[src/rtl/doorbell_pkg.sv]
package doorbell_pkg;
  localparam int DB_COUNT  = 8;
  localparam int MAP_LSB   = 8;
  localparam logic [7:0] OFS_TRIG  = 8'h04;
  localparam logic [7:0] OFS_CAUSE = 8'h08;
  localparam logic [7:0] OFS_EN    = 8'h0C;

  typedef struct packed {
    logic trig;
    logic cause_we;
    logic en_we;
    logic cause_re;
    logic en_re;
  } db_dec_t;
endpackage

[src/rtl/doorbell_decode.sv]
module doorbell_decode
  import doorbell_pkg::*;
#(
  parameter int NCPU   = 4,
  parameter int CPU_W  = 2,
  parameter int ADDR_W = 8
) (
  input  logic              bus_wr,
  input  logic              bus_rd,
  input  logic              bus_sel_local,
  input  logic [CPU_W-1:0]  bus_cpu,
  input  logic [ADDR_W-1:0] bus_addr,
  output db_dec_t           dec
);
  logic cpu_ok;
  logic local_hit;

  assign cpu_ok    = ({1'b0, bus_cpu} < (CPU_W+1)'(NCPU));
  assign local_hit = bus_sel_local && cpu_ok;

  always_comb begin
    dec          = '0;
    dec.trig     = bus_wr && !bus_sel_local && (bus_addr == ADDR_W'(OFS_TRIG));
    dec.cause_we = bus_wr && local_hit && (bus_addr == ADDR_W'(OFS_CAUSE));
    dec.en_we    = bus_wr && local_hit && (bus_addr == ADDR_W'(OFS_EN));
    dec.cause_re = bus_rd && local_hit && (bus_addr == ADDR_W'(OFS_CAUSE));
    dec.en_re    = bus_rd && local_hit && (bus_addr == ADDR_W'(OFS_EN));
  end
endmodule

[src/rtl/doorbell_cpu_bank.sv]
module doorbell_cpu_bank #(
  parameter int NDB = 8
) (
  input  logic           clk,
  input  logic           rst,
  input  logic [NDB-1:0] set_vec,
  input  logic           cause_we,
  input  logic           en_we,
  input  logic [NDB-1:0] wval,
  input  logic           gate_off,
  output logic [NDB-1:0] cause_q,
  output logic [NDB-1:0] en_q,
  output logic           req_q
);
  always_ff @(posedge clk) begin
    if (rst) begin
      cause_q <= '0;
      en_q    <= '0;
      req_q   <= 1'b0;
    end else begin
      if (cause_we) cause_q <= wval | set_vec;
      else          cause_q <= cause_q | set_vec;
      if (en_we)    en_q    <= wval;
      req_q <= (|(cause_q & en_q)) && !gate_off;
    end
  end
endmodule

[src/rtl/doorbell_unit.sv]
module doorbell_unit
  import doorbell_pkg::*;
#(
  parameter int NCPU   = 4,
  parameter int ADDR_W = 8,
  parameter int DATA_W = 32,
  localparam int CPU_W = (NCPU > 1) ? $clog2(NCPU) : 1,
  localparam int NDB   = DB_COUNT
) (
  input  logic              clk,
  input  logic              rst,
  input  logic              bus_wr,
  input  logic              bus_rd,
  input  logic              bus_sel_local,
  input  logic [CPU_W-1:0]  bus_cpu,
  input  logic [ADDR_W-1:0] bus_addr,
  input  logic [DATA_W-1:0] bus_wdata,
  output logic [DATA_W-1:0] bus_rdata,
  output logic              bus_rvalid,
  input  logic [NCPU-1:0]   irq_mask_id0,
  output logic [NCPU-1:0]   doorbell_irq
);
  db_dec_t dec;
  logic [7:0]          trig_num;
  logic [NCPU-1:0]     trig_map;
  logic [NDB-1:0]      cause_arr [NCPU];
  logic [NDB-1:0]      en_arr    [NCPU];
  logic [NCPU*NDB-1:0] cause_flat;
  logic [NCPU*NDB-1:0] en_flat;
  logic                unused_hi;

  assign trig_num  = bus_wdata[7:0];
  assign trig_map  = bus_wdata[MAP_LSB +: NCPU];
  assign unused_hi = &{1'b0, bus_wdata[DATA_W-1:MAP_LSB+NCPU]};

  doorbell_decode #(.NCPU(NCPU), .CPU_W(CPU_W), .ADDR_W(ADDR_W)) u_dec (
    .bus_wr       (bus_wr),
    .bus_rd       (bus_rd),
    .bus_sel_local(bus_sel_local),
    .bus_cpu      (bus_cpu),
    .bus_addr     (bus_addr),
    .dec          (dec)
  );

  for (genvar c = 0; c < NCPU; c++) begin : g_cpu
    logic [NDB-1:0] set_vec;
    logic           sel;
    assign sel = (bus_cpu == CPU_W'(c));
    for (genvar b = 0; b < NDB; b++) begin : g_bit
      assign set_vec[b] = dec.trig && trig_map[c] && (trig_num == 8'(b));
    end
    doorbell_cpu_bank #(.NDB(NDB)) u_bank (
      .clk     (clk),
      .rst     (rst),
      .set_vec (set_vec),
      .cause_we(dec.cause_we && sel),
      .en_we   (dec.en_we && sel),
      .wval    (bus_wdata[NDB-1:0]),
      .gate_off(irq_mask_id0[c]),
      .cause_q (cause_arr[c]),
      .en_q    (en_arr[c]),
      .req_q   (doorbell_irq[c])
    );
    assign cause_flat[c*NDB +: NDB] = cause_arr[c];
    assign en_flat[c*NDB +: NDB]    = en_arr[c];
  end

  always_ff @(posedge clk) begin
    if (rst) begin
      bus_rdata  <= '0;
      bus_rvalid <= 1'b0;
    end else begin
      bus_rvalid <= bus_rd;
      bus_rdata  <= '0;
      if (dec.cause_re)   bus_rdata[NDB-1:0] <= cause_arr[bus_cpu];
      else if (dec.en_re) bus_rdata[NDB-1:0] <= en_arr[bus_cpu];
    end
  end
endmodule

[config.mk]
export PLATFORM = sky130hd
export DESIGN_NAME = doorbell_unit
export DESIGN_NICKNAME = d
export VERILOG_FILES = /design/src/rtl/doorbell_pkg.sv /design/src/rtl/doorbell_decode.sv /design/src/rtl/doorbell_cpu_bank.sv /design/src/rtl/doorbell_unit.sv
export SDC_FILE = /design/constraint.sdc
export NUM_CORES = 1
export LEC_CHECK = 0
export BUFFER_PORTS_ARGS = -buffer_cell sky130_fd_sc_hd__buf_2
export CAP_MARGIN = 20
export CORE_MARGIN = 2
export CORE_UTILIZATION = 45
export CTS_BUF_LIST = sky130_fd_sc_hd__clkbuf_4 sky130_fd_sc_hd__clkbuf_8
export CTS_CLUSTER_DIAMETER = 120
export DETAILED_ROUTE_END_ITERATION = 16
export GPL_ROUTABILITY_DRIVEN = 0
export PLACE_DENSITY = 0.73
export SYNTH_ARGS = -nofsm -noshare
export SYNTH_HDL_FRONTEND = slang
export SYNTH_SLANG_ARGS = --single-unit
[constraint.sdc]
create_clock -name clk -period 2.2 [get_ports clk]
set_input_delay 0.44 -clock clk [delete_from_list [all_inputs] [get_ports clk]]
set_output_delay 0.44 -clock clk [all_outputs]
set_load 0.02 [all_outputs]
=== Yosys cells after proc, flatten, opt, wreduce, memory -nomap -nowiden ===
Cells that the tools add are included.

* $lt $le $gt $ge: 1
* Equal/unequal tests: 13
* Mux-type cells: 12
* Bitwise operators: 13
* Reductions and logical operators: 67

{| class="wikitable"
|+ Operators with widths
! operator !! count
|-
| 2-to-1 mux 8 bit || 10
|-
| OR 8 bit || 8
|-
| logical AND 1 bit || 56
|-
| == test 8 x 3 -> 1 bit, second input constant || 5
|-
| AND 8 bit || 4
|-
| binary-select mux 8 bit (select 2 bit) || 2
|-
| OR reduction 8 bit || 4
|-
| == test 8 x 2 -> 1 bit, second input constant || 2
|-
| == test 8 x 4 -> 1 bit, second input constant || 2
|-
| == test 8 x 1 -> 1 bit, second input constant || 1
|-
| zero test 8 bit || 1
|-
| zero test 1 bit || 5
|-
| == test 2 bit, second input constant || 2
|-
| greater-or-equal comparator 3 bit, second input constant || 1
|-
| inverter 2 -> 3 bit || 1
|-
| == test 2 x 1 -> 1 bit, second input constant || 1
|-
| zero test 2 bit || 1
|}

* Register bits after elaboration: 101
* Output and inout port bits: 37

=== Longest topological paths before layout ===
* Depth after elaboration: 7
* Mapped depth: 6
* Gate-level depth less buffers: 4

=== By module ===
Synthesis repeated with hierarchy kept, for this count alone.

* Cell total of the unflattened synthesis: 412
* Area total of the unflattened synthesis: 4031.4 sq um

{| class="wikitable"
|+ Modules (own cells, without submodules)
! module !! instances !! cells each !! area an instance (sq um) !! seq. area each (sq um)
|-
| doorbell_cpu_bank || 4 || 67 || 676.9 || 340.3
|-
| doorbell_unit || 1 || 132 || 1246.2 || 180.2
|-
| doorbell_decode || 1 || 12 || 77.6 || 0.0
|}

=== Worst setup path after synthesis ===
No wires, ideal clock.

* Path type: input-to-reg
* Start: input bus_cpu[0]
* End: register bus_rdata[5]
* Data arrival time: 1.690 ns
* Data required time: 2.072 ns
* Slack: 0.382 ns
* Cell stages on the path: 5
* Buffers on the path: 2
* Cells stage by stage: buf_2 buf_2 mux4_2 a22oi_1 nor2_1

* Word-level cells in the longest chain between the ends: 6
* Elaborated cells between the ends (all ways): 9
* Classes of those cells: mux (8); bitwise (1)

{| class="wikitable"
|+ Ends and longest elaborated chain
! what !! line !! text
|-
| start: declaration || doorbell_unit.sv:15 || <nowiki>input logic [CPU_W-1:0] bus_cpu,</nowiki>
|-
| inverter 2 -> 3 bit (not written as such) (*) || doorbell_unit.sv:75, doorbell_unit.sv:76 ||
|-
| binary-select mux 8 bit (select 2 bit) || doorbell_unit.sv:76 || <nowiki>else if (dec.en_re) bus_rdata[NDB-1:0] <= en_arr[bus_cpu];</nowiki>
|-
| 2-to-1 mux 8 bit (not written as such) (2 in a row) || doorbell_unit.sv:76 ||
|-
| 2-to-1 mux 8 bit || doorbell_unit.sv:76 ||
|-
| 2-to-1 mux 8 bit (*) || doorbell_unit.sv:75 || <nowiki>if (dec.cause_re) bus_rdata[NDB-1:0] <= cause_arr[bus_cpu];</nowiki>
|-
| end signal: indexed assignment || doorbell_unit.sv:75 ||
|-
| end signal: indexed assignment || doorbell_unit.sv:76 ||
|-
| end: declaration || doorbell_unit.sv:18 || <nowiki>output logic [DATA_W-1:0] bus_rdata,</nowiki>
|}

Every way passes the cells marked *; elsewhere a longest branch is shown, timed or not. The select of a mux whose other input is x is not followed.
A chain may end at the register's enable or synchronous reset.

=== Worst setup path after layout ===
* Start: input bus_addr[5]
* End: register g_cpu[3].u_bank.cause_q[1]

* Word-level cells in the longest chain between the ends: 6
* Elaborated cells between the ends (all ways): 10
* Classes of those cells: eq/ne (2); mux (1); bitwise (2); reduce/logical (5)

{| class="wikitable"
|+ Ends and longest elaborated chain
! what !! line !! text
|-
| start: declaration || doorbell_unit.sv:16 || <nowiki>input logic [ADDR_W-1:0] bus_addr,</nowiki>
|-
| == test 8 x 3 -> 1 bit || doorbell_decode.sv:23 || <nowiki>dec.trig = bus_wr && !bus_sel_local && (bus_addr == ADDR_W'(OFS_TRIG));</nowiki>
|-
| logical AND 1 bit || doorbell_decode.sv:23 ||
|-
| logical AND 1 bit (2 in a row) || doorbell_unit.sv:50 || <nowiki>assign set_vec[b] = dec.trig && trig_map[c] && (trig_num == 8'(b));</nowiki>
|-
| OR 8 bit (on tied branches) || doorbell_cpu_bank.sv:22, doorbell_cpu_bank.sv:21 ||
|-
| 2-to-1 mux 8 bit (*) || doorbell_cpu_bank.sv:21 || <nowiki>if (cause_we) cause_q <= wval | set_vec;</nowiki>
|-
| end signal: assignment || doorbell_cpu_bank.sv:21 ||
|-
| end signal: assignment || doorbell_cpu_bank.sv:22 || <nowiki>else cause_q <= cause_q | set_vec;</nowiki>
|-
| end: declaration || doorbell_cpu_bank.sv:11 || <nowiki>output logic [NDB-1:0] cause_q,</nowiki>
|}

Every way passes the cells marked *; elsewhere a longest branch is shown, timed or not.

==> results by group <==
Job
  – Max Cap Viol: 0

Detailed routing
  – DR pass1 iterations: 5
  – Met1 wire length: 4.31 mm
  – Final WL: just over 10 mm
  – Vias/cell: between 5 and 6
  – Initial DRC Count: 300
  – Metal3 WL: 833 um
  – Max Used Layer: met4
  – Residual DRC: 0
  – Post-route ant nets: 0
  – Met2 Routed Length: approximately 4.7 mm
  – Via count: 3028
  – Routed wire length per instance: 20.1 um

Pwr
  – Static leakage: 1.83 nW
  – Final Power: 2.69 mW
  – Peak supply drop: 0.000287 V
  – Power Density: roughly 630 mW/mm^2

Setup path
  – Crit path capture type: flip-flop
  – Crit path launch type: input port
  – Arrival time at the worst endpoint: 2.10 ns
  – R2R cell count: 3
  – Path type of the worst setup path: input port to flip-flop
  – CP Max Fanout: 8
  – Worst Path Required: roughly 2.4 ns

Timing
  – Setup slack after layout: around 0.33 ns
  – Final Skew: 0.0113 ns
  – Worst-Margin Slew: 0.531 ns
  – Crit share post-route: 84.9%
  – Max Fclk: between 0.5 and 0.6 GHz
  – Setup TNS: 0 ns
  – RSZ-0062 raised after global routing: false
  – Slew margin rel.: about 64%
  – Fin. max-slew vios: 0
  – Final setup viols: 0
  – Hold Vio Cnt, Final: 0
  – Crit path time final: 1.87 ns

Clock network
  – CTS tree: done
  – Cts hold-fix bufs: 0
  – CTS Buffer Depth: 2
  – Setup bufs post-CTS: 0
  – Post-CTS sizing: 0
  – Worst skew pair latency: 0.36 ns
  – CTS clk-pin slew, worst paths: 0.08 ns
  – Root buffer cell: clkbuf_8
  – Total clock sinks: 77
  – H-Tree Level Count: 3
  – TritonCTS Buffers: 9

Logic synthesis
  – Yosys warns: 0
  – Sequential area share after synthesis: 40.2%
  – Post-synthesis register bit count: 77
  – Post-synth EDFFs: 0
  – Yosys cell types: 30
  – Mapped cell area: 0.00383 mm^2
  – Average cell area after synthesis: between 10 and 15 um^2
  – Mapped Cells: 358
  – Asr flop ratio synth: 0%
  – Main synth FF type: dfxtp_1

Floorplanning
  – Die Area: 0.00927 mm^2
  – Core area: 0.00822 mm^2
  – Die Y: 96.3 um
  – Die W: between 90 and 100 um
  – Io pins: 88
  – Row count: 33
  – Initial Util: 46.6%

Global route
  – Tot GR Track Use: 23.4%
  – Global-route wire length before repair: 15.7 mm
  – Vias in the first global route: 2879
  – Global route overflow: 0
  – Initial antenna violation count: 0
  – Pin count of the biggest net entering global routing: 60

Hold path
  – Worst Hold Class: input port to flip-flop
  – Min-Delay Path Depth: 2

Outcome
  – Status: complete, no violations

Finish
  – # diodes: 0
  – Fin util: a little over half
  – Syn-to-layout area delta: 12.1%
  – Post-layout net count: 450
  – Layout cells sized above 1: between 20% and 30%

Placement
  – PortBufs: 43
  – Post-DP HPWL: 7.18 mm
  – Pre-CTS setup slack: 0.0557 ns
[kinds of logic after synthesis]
group                  count (synthesis)  synth area share [%]
other                                  1                0.0979
flip-flops                            77                  40.2
buffers and inverters                 55                  8.69
AO/OA/AOI/OAI                         60                  10.9
AND/OR/NAND/NOR                       85                  13.9
multiplexers                          80                  26.1
[per-layer routing]
layer,up-vias,global-route usage (%)
met3,31,4.86
met2,167,34.1
met5,-,0
met4,0,12.5
li1,1367,-
met1,1463,32.4
[synth_stat cells (all sizes together), types with 5 or more instances]
cell type	n	area (um^2)
dfxtp	77	1540
mux2i	64	641
nor2	39	146
buf	38	269
o22ai	32	200
clkbuf	16	60.1
mux4	16	360
nand2	16	60.1
a22oi	13	97.6
nor2b	6	37.5
nand4	5	62.6
[metrics by stage]
step,hold WS (ns),area (um^2),cells
after floorplan,0.477,3920,381
after global placement,0.505,4100,493
after detailed placement,0.511,4100,493
after CTS,0.229,4290,508
after global routing,0.228,4290,508
final,0.227,4290,508
[cell type report]
cell class                 count  area, um^2
tap                          105         131
sequential                    77        1540
inverter                       1        3.75
fill                         754        3920
clock inverter                 3        46.3
clock buffer                  12         153
multi-input combinational    249        2040
timing repair buffer          61         375
[placed cells by master (no fill, tap or decap), types with 2 or more instances in the layout]
master and count:
buf_2 43, mux2i_1 64, or4_4 2, nor4_4 4
mux4_2 16, buf_12 2, and4_1 3, nor2_1 39
a21oi_1 3, o22ai_1 32, nand4_2 5, clkbuf_8 10
nand3_1 2, dfxtp_1 77, nand2_1 16, a311oi_1 4
buf_4 16, a221oi_1 4, conb_1 24, a22o_1 4
nor2b_1 6, clkbuf_4 2, and2_1 2, a22oi_1 13
[worst paths after layout]
path / from / to / slack, ns
min: irq_mask_id0[1] / g_cpu[1].u_bank.req_q$_SDFF_PP0_ / 0.23
max reg2reg: g_cpu[2].u_bank.en_q[5]$_SDFFE_PP0P_ / bus_rdata[5]$_SDFF_PP0_ / 0.96
max: bus_addr[5] / g_cpu[3].u_bank.cause_q[1]$_SDFF_PP0_ / 0.33
min reg2reg: g_cpu[1].u_bank.en_q[0]$_SDFFE_PP0P_ / g_cpu[1].u_bank.en_q[0]$_SDFFE_PP0P_ / 0.54
[report_power, final]
group | total [mW] | internal [mW] | leakage [nW] | switching, mW
Sequential | 1.39 | 1.39 | 0.620 | 0.000421
Combinational | 0.196 | 0.0586 | 1.11 | 0.138
Clock | 1.10 | 0.577 | 0.0995 | 0.520
Total | 2.69 | 2.03 | 1.83 | 0.658
[sequential cells by signal, indices dropped and copies added (netlist names)]
signal and count:
bus_rvalid 1, bus_rdata 8, g_cpu.u_bank.cause_q 32, g_cpu.u_bank.req_q 4, g_cpu.u_bank.en_q 32
[worst max-delay path: stages]
cell and delay (ns):
buf_2 0.12, nor4_4 0.53, nand4_2 0.51, mux2i_1 0.36, o22ai_1 0.13
Note: power is estimated with default switching activity, not from simulation.
